$ cat config.mk
export PLATFORM = sky130hd
export DESIGN_NAME = dsb_top
export DESIGN_NICKNAME = d
export VERILOG_FILES = /design/src/rtl/dsb_pkg.sv /design/src/rtl/dsb_req_check.sv /design/src/rtl/dsb_seg_calc.sv /design/src/rtl/dsb_seq.sv /design/src/rtl/dsb_top.sv
export SDC_FILE = /design/constraint.sdc
export NUM_CORES = 1
export LEC_CHECK = 0
export ABC_AREA = 1
export BUFFER_PORTS_ARGS = -buffer_cell sky130_fd_sc_hd__buf_2
export CAP_MARGIN = 20
export CORE_AREA = 2 2 124 126
export CTS_BUF_LIST = sky130_fd_sc_hd__clkbuf_8
export CTS_CLUSTER_SIZE = 25
export DETAILED_ROUTE_END_ITERATION = 10
export DIE_AREA = 0 0 126 128
export GPL_ROUTABILITY_DRIVEN = 0
export PLACE_DENSITY = 0.81
export SYNTH_ARGS = -nofsm -noshare
export SYNTH_HDL_FRONTEND = slang
export SYNTH_SLANG_ARGS = --single-unit
$ cat constraint.sdc
create_clock -name clk -period 4.7 [get_ports clk]
set_clock_uncertainty 0.15 [all_clocks]
set_input_delay 0.47 -clock clk [delete_from_list [all_inputs] [get_ports clk]]
set_output_delay 0.47 -clock clk [all_outputs]
set_load 0.05 [all_outputs]
$ cat src/rtl/dsb_pkg.sv
package dsb_pkg;
   typedef enum logic [1:0] {
      DSB_OK       = 2'd0,
      DSB_MISALIGN = 2'd1,
      DSB_ZERO     = 2'd2,
      DSB_OVERFLOW = 2'd3
   } dsb_err_e;
endpackage

$ cat src/rtl/dsb_req_check.sv
module dsb_req_check
   import dsb_pkg::*;
#(
   parameter int MASK_W = 4,
   parameter int CNT_W  = 24
) (
   input  logic [MASK_W-1:0] addr_lo,
   input  logic [MASK_W-1:0] len_lo,
   input  logic [CNT_W-1:0]  len,
   input  logic [MASK_W-1:0] mask,
   output dsb_err_e          code
);
   initial begin
      if (MASK_W < 1 || MASK_W > CNT_W)
         $error("dsb_req_check: MASK_W out of range");
   end

   logic [MASK_W-1:0] bad_bit;

   // one AND-OR cell per mask bit
   for (genvar b = 0; b < MASK_W; b++) begin : g_bit
      assign bad_bit[b] = mask[b] & (addr_lo[b] | len_lo[b]);
   end

   always_comb begin
      if (|bad_bit)
         code = DSB_MISALIGN;
      else if (len == '0)
         code = DSB_ZERO;
      else
         code = DSB_OK;
   end
endmodule

$ cat src/rtl/dsb_seg_calc.sv
module dsb_seg_calc #(
   parameter int CNT_W      = 24,
   parameter int PAGE_BYTES = 4096,
   localparam int PAGE_W    = $clog2(PAGE_BYTES),
   localparam int SEG_W     = PAGE_W + 1
) (
   input  logic [PAGE_W-1:0] cur_off,
   input  logic [CNT_W-1:0]  rem,
   output logic [SEG_W-1:0]  seg,
   output logic              last
);
   initial begin
      if ((1 << PAGE_W) != PAGE_BYTES)
         $error("dsb_seg_calc: PAGE_BYTES must be a power of two");
      if (CNT_W < SEG_W)
         $error("dsb_seg_calc: CNT_W too small for one page");
   end

   logic [SEG_W-1:0] room;
   logic [CNT_W-1:0] room_w;

   always_comb begin
      room   = SEG_W'(PAGE_BYTES) - {1'b0, cur_off};
      room_w = CNT_W'(room);
      last   = (rem <= room_w);
      seg    = last ? rem[SEG_W-1:0] : room;
   end
endmodule

$ cat src/rtl/dsb_seq.sv
module dsb_seq
   import dsb_pkg::*;
#(
   parameter int ADDR_W     = 32,
   parameter int CNT_W      = 24,
   parameter int PAGE_BYTES = 4096,
   parameter int DEPTH      = 16,
   parameter int LEN_W      = 16,
   parameter int WORD_W     = 32,
   localparam int PAGE_W    = $clog2(PAGE_BYTES),
   localparam int SEG_W     = PAGE_W + 1,
   localparam int IDX_W     = $clog2(DEPTH),
   localparam int PAD_W     = WORD_W - 1 - LEN_W
) (
   input  logic              clk,
   input  logic              rst_n,
   input  logic              req_valid,
   input  logic [ADDR_W-1:0] req_addr,
   input  logic [CNT_W-1:0]  req_len,
   input  dsb_err_e          chk_code,
   input  logic [SEG_W-1:0]  seg,
   input  logic              last,
   output logic [ADDR_W-1:0] cur_addr,
   output logic [CNT_W-1:0]  rem,
   output logic              busy,
   output logic              desc_we,
   output logic [IDX_W-1:0]  desc_idx,
   output logic [ADDR_W-1:0] desc_base,
   output logic [WORD_W-1:0] desc_word,
   output logic              done,
   output logic              err,
   output dsb_err_e          err_code
);
   initial begin
      if (DEPTH < 2) $error("dsb_seq: DEPTH must be at least 2");
      if (PAD_W < 0) $error("dsb_seq: WORD_W too small");
      if (SEG_W > LEN_W) $error("dsb_seq: page does not fit length field");
   end

   logic             running;
   logic [IDX_W-1:0] slot;

   assign busy = running;

   always_ff @(posedge clk or negedge rst_n) begin
      if (!rst_n) begin
         running   <= 1'b0;
         cur_addr  <= '0;
         rem       <= '0;
         slot      <= '0;
         desc_we   <= 1'b0;
         desc_idx  <= '0;
         desc_base <= '0;
         desc_word <= '0;
         done      <= 1'b0;
         err       <= 1'b0;
         err_code  <= DSB_OK;
      end else begin
         desc_we  <= 1'b0;
         done     <= 1'b0;
         err      <= 1'b0;
         err_code <= DSB_OK;
         if (!running) begin
            if (req_valid) begin
               if (chk_code != DSB_OK) begin
                  err      <= 1'b1;
                  err_code <= chk_code;
               end else begin
                  running  <= 1'b1;
                  cur_addr <= req_addr;
                  rem      <= req_len;
                  slot     <= '0;
               end
            end
         end else begin
            desc_we   <= 1'b1;
            desc_idx  <= slot;
            desc_base <= cur_addr;
            desc_word <= {last, {PAD_W{1'b0}}, LEN_W'(seg)};
            cur_addr  <= cur_addr + ADDR_W'(seg);
            rem       <= rem - CNT_W'(seg);
            slot      <= slot + 1'b1;
            if (last) begin
               done    <= 1'b1;
               running <= 1'b0;
            end else if (slot == IDX_W'(DEPTH - 1)) begin
               err      <= 1'b1;
               err_code <= DSB_OVERFLOW;
               running  <= 1'b0;
            end
         end
      end
   end

   // completion ends the busy window
   a_r8_done_clears_busy: assert property (@(posedge clk) disable iff (!rst_n)
      done |-> (!busy && desc_we && $past(busy)));
   a_r8_done_single: assert property (@(posedge clk) disable iff (!rst_n)
      done |=> !done);
   // end-of-table flag appears only with completion
   a_r5_eot_last_only: assert property (@(posedge clk) disable iff (!rst_n)
      desc_we |-> (desc_word[WORD_W-1] == done));
   // consecutive slots
   a_r6_idx_step: assert property (@(posedge clk) disable iff (!rst_n)
      (desc_we && desc_idx != '0) |->
         ($past(desc_we) && desc_idx == $past(desc_idx) + 1'b1));
   // overflow only at the final slot
   a_r7_overflow_slot: assert property (@(posedge clk) disable iff (!rst_n)
      (err && err_code == DSB_OVERFLOW) |->
         (desc_we && desc_idx == IDX_W'(DEPTH - 1) && !desc_word[WORD_W-1]));
   // request rejection never writes a descriptor
   a_r1_reject_no_write: assert property (@(posedge clk) disable iff (!rst_n)
      (err && err_code != DSB_OVERFLOW) |-> (!desc_we && !$past(busy)));
endmodule

$ cat src/rtl/dsb_top.sv
module dsb_top
   import dsb_pkg::*;
#(
   parameter int ADDR_W     = 32,
   parameter int CNT_W      = 24,
   parameter int MASK_W     = 4,
   parameter int PAGE_BYTES = 4096,
   parameter int DEPTH      = 16,
   parameter int LEN_W      = 16,
   localparam int WORD_W    = 32,
   localparam int PAGE_W    = $clog2(PAGE_BYTES),
   localparam int SEG_W     = PAGE_W + 1,
   localparam int IDX_W     = $clog2(DEPTH)
) (
   input  logic              clk,
   input  logic              rst_n,
   input  logic              req_valid,
   input  logic [ADDR_W-1:0] req_addr,
   input  logic [CNT_W-1:0]  req_len,
   input  logic [MASK_W-1:0] align_mask,
   output logic              busy,
   output logic              desc_we,
   output logic [IDX_W-1:0]  desc_idx,
   output logic [ADDR_W-1:0] desc_base,
   output logic [WORD_W-1:0] desc_word,
   output logic              done,
   output logic              err,
   output logic [1:0]        err_code
);
   initial begin
      if (PAGE_W >= ADDR_W) $error("dsb_top: page larger than address space");
      if (MASK_W > ADDR_W)  $error("dsb_top: mask wider than address");
   end

   dsb_err_e          chk_code;
   dsb_err_e          code_q;
   logic [SEG_W-1:0]  seg;
   logic              last;
   logic [ADDR_W-1:0] cur_addr;
   logic [CNT_W-1:0]  rem;

   dsb_req_check #(.MASK_W(MASK_W), .CNT_W(CNT_W)) check_i (
      .addr_lo (req_addr[MASK_W-1:0]),
      .len_lo  (req_len[MASK_W-1:0]),
      .len     (req_len),
      .mask    (align_mask),
      .code    (chk_code)
   );

   dsb_seg_calc #(.CNT_W(CNT_W), .PAGE_BYTES(PAGE_BYTES)) calc_i (
      .cur_off (cur_addr[PAGE_W-1:0]),
      .rem     (rem),
      .seg     (seg),
      .last    (last)
   );

   dsb_seq #(
      .ADDR_W(ADDR_W), .CNT_W(CNT_W), .PAGE_BYTES(PAGE_BYTES),
      .DEPTH(DEPTH), .LEN_W(LEN_W), .WORD_W(WORD_W)
   ) seq_i (
      .clk       (clk),
      .rst_n     (rst_n),
      .req_valid (req_valid),
      .req_addr  (req_addr),
      .req_len   (req_len),
      .chk_code  (chk_code),
      .seg       (seg),
      .last      (last),
      .cur_addr  (cur_addr),
      .rem       (rem),
      .busy      (busy),
      .desc_we   (desc_we),
      .desc_idx  (desc_idx),
      .desc_base (desc_base),
      .desc_word (desc_word),
      .done      (done),
      .err       (err),
      .err_code  (code_q)
   );

   assign err_code = code_q;
endmodule

==> flow_summary.toml <==
[outcome]
outcome = "finished, final reports clean"

[worst_setup_path]
slowest_delay_ps = 430
worst_path_max_delay_cell = "dfrtp_1"
crit_start = "seq_i.cur_addr[2]"
crit_cells = 25
endpoint_kind = "flip-flop"
r2r_end = "seq_i.rem[18]"
ff2ff_setup_slack_ps = 290
r2r_start = "seq_i.cur_addr[2]"
rr_worst_depth = 25
endpoint = "seq_i.rem[18]"
crit_arrival_ps = 4610
crit_fanout = 8
critPathMostFrequentCell = "nand2_1"
path_buf_inv = 1
required_ps = 4900
critical_path_class = "flip-flop to flip-flop"
start_kind = "flip-flop"
cp_top_family = "simple AND/OR/NAND/NOR gates"

[global_routing]
grt_pass1_wl_mm = 39.3
grt_max_degree = 77
grt_overflow = 0
grtUsageMet2_pct = 46.6
grtUsageMet1_pct = 42.2
grt_antenna_before_repair = 0
grt_pass1_vias = 8091
use_met3_pct = 4.92
grt_busiest_layer = "met2"
track_usage_pct = 30.3

[place]
portBuffers = 118
dp.cells = 1536
dp_hpwl_mm = 17.7

[cts]
cts_tree = "done"
cts.sinks = 116
clk_pin_slew_ps = 70
clock_path_buffers = 2
clockRootBuffer = "clkbuf_8"
cts_buffers = 17
clk_latency_ps = 460
htree_levels = 4

[yosys]
netlist_instances = 1253
synth-edff-count = 0
syn_area_um2 = 8520
synth_top_area_cell = "dfrtp_1"
synthTopCellsByArea = "dfrtp_1 34%, nand2_1 19%, nand3_1 9.0%"
yosysSeqAreaShare_pct = 34.1
ys_seq_elements = 116
yosys_warnings = 0
synthDistinctLibCells = 41
async_reset_ff_share_pct = 100
netlist.area_leader.share_pct = 34.1
synth-main-ff-cell = "dfrtp_1"
avgSynthCellArea_um2 = 6.80

[floorplanning]
die_w_um = 126
pin_count = 137
dieArea_um2 = 16100
coreArea_um2 = 14900
die_h_um = 128
start_util_pct = 57.3
num_rows = 45

[route]
viasPerCell = 5.52
postRouteWirelength_mm = 24.3
vias = 8696
drt_first_pass_iters = 7
wl_per_cell_um = 15.4
drc = 0
drtIter0Drc = 936
ant_nets = 0

[timing]
fin_crit_ps = 4410
slew-limit-headroom_pct = 38.9
hold_viol = 0
worstMarginPinSlew_ps = 916
setup_viol = 0
max_freq_ghz = 0.227
final_max_slew_viol_count = 0
finalCritPeriodShare_pct = 93.8

[cells_and_area]
drive_gt1_share_pct = 17.9
antenna-diode-count = 0
areaGrowthSynthToFinish_pct = 14.5
fin_cells = 1576
nets = 1483

[worst_hold_path]
holdCritPathClass = "input port to flip-flop"

[flow_run]
cap_violations = 0
## stage by stage
| stage | area [µm²] | setup slack, ps | util [%] | hold WS, ps | TNS, ps |
|---|---|---|---|---|---|
| finish | 9750 | 292 | 65.6 | 97.5 | 0 |
| global placement | 9200 | 173 | 61.9 | 298 | 0 |
| floorplan | 8580 | 693 | - | 24.4 | 0 |
| global route | 9750 | -83.5 | 65.6 | 112 | -469 |
| detailed placement | 9200 | -34.8 | 61.9 | 299 | -37.6 |
| CTS | 9580 | 25.8 | 64.5 | 96.1 | 0 |
## layer usage
layer	share of wire, %	wire length, µm
met4	4.4	1060
met2	43	10500
met1	44	10700
met3	8.1	1960
met5	0	0
## cells in the final DEF (no fill, tap or decap), drive strengths merged, types with 5 or more instances in the layout
cell type	netlist	routed
a21oi	31	31
and2	5	5
buf	38	139
clkbuf	14	18
clkinv	0	7
conb	1	18
dfrtp	116	116
ha	41	41
inv	155	155
nand2	450	450
nand3	162	162
nand3b	10	10
nand4	18	18
nor2	80	80
nor3	17	17
o211ai	20	20
o21ai	62	62
xor2	14	14
## worst min-delay path: stages
cell and delay (ps):
buf_2 90, nand2_1 40, nand3_1 70
## registers in the layout, summed over array words and instances (netlist names)
| signal | cells |
|---|---|
| seq_i.desc_base | 32 |
| seq_i.done | 1 |
| seq_i.err | 1 |
| seq_i.rem | 24 |
| seq_i.slot | 4 |
| seq_i.desc_idx | 4 |
| seq_i.desc_we | 1 |
| seq_i.cur_addr | 32 |
| seq_i.desc_word | 14 |
| seq_i.busy | 1 |
| seq_i.err_code | 2 |
## what timing repair did
item,CTS,global route
endpoints found under the hold margin,31,0
endpoints found under the setup margin,2,47
buffers inserted,0,9
pin swaps,0,5
hold buffers,1,0
gates resized for setup,2,27
## cell type report
cell class	instances	area, µm²
Fill cell	1366	5110
Multi-Input combinational cell	947	4880
Sequential cell	116	2910
Timing Repair Buffer	140	786
Inverter	155	583
Clock buffer	18	248
Tap cell	188	235
Clock inverter	12	116
## cell usage after synthesis (all sizes together) (2+ instances only)
library cell	n
and2	5
o21ai	62
xor2	14
o22ai	2
nor2	80
nand2	450
nand3b	10
nor4	4
dfrtp	116
fa	2
o211ai	20
nor3	17
a21oi	31
o21a	2
clkbuf	14
xnor2	3
nor3b	2
inv	155
nand3	162
nand4	18
ha	41
buf	38
## kinds of logic after synthesis
logic type,synth area share (%)
xor+xnor,1.75
flops,34.1
other cells,0.0440
fa+ha+maj,6.49
simple gates,39.3
compound gates,7.87
buf+inv,10.5
## worst min path at each step
stage                            from                 to  slack, ps  cells past startpoint
after floorplan                 rst_n         seq_i.busy         20                      0
after global placement          rst_n      seq_i.rem[23]        300                      1
after detailed placement        rst_n      seq_i.rem[23]        300                      1
after CTS                 req_len[10]      seq_i.rem[10]        100                      3
after global routing      req_addr[5]  seq_i.cur_addr[5]        110                      3
final                     req_len[10]      seq_i.rem[10]        100                      3
Power is left out: the tool's default activity adds up to more than one toggle a clock period on the data nets, which glitch-free logic cannot reach.
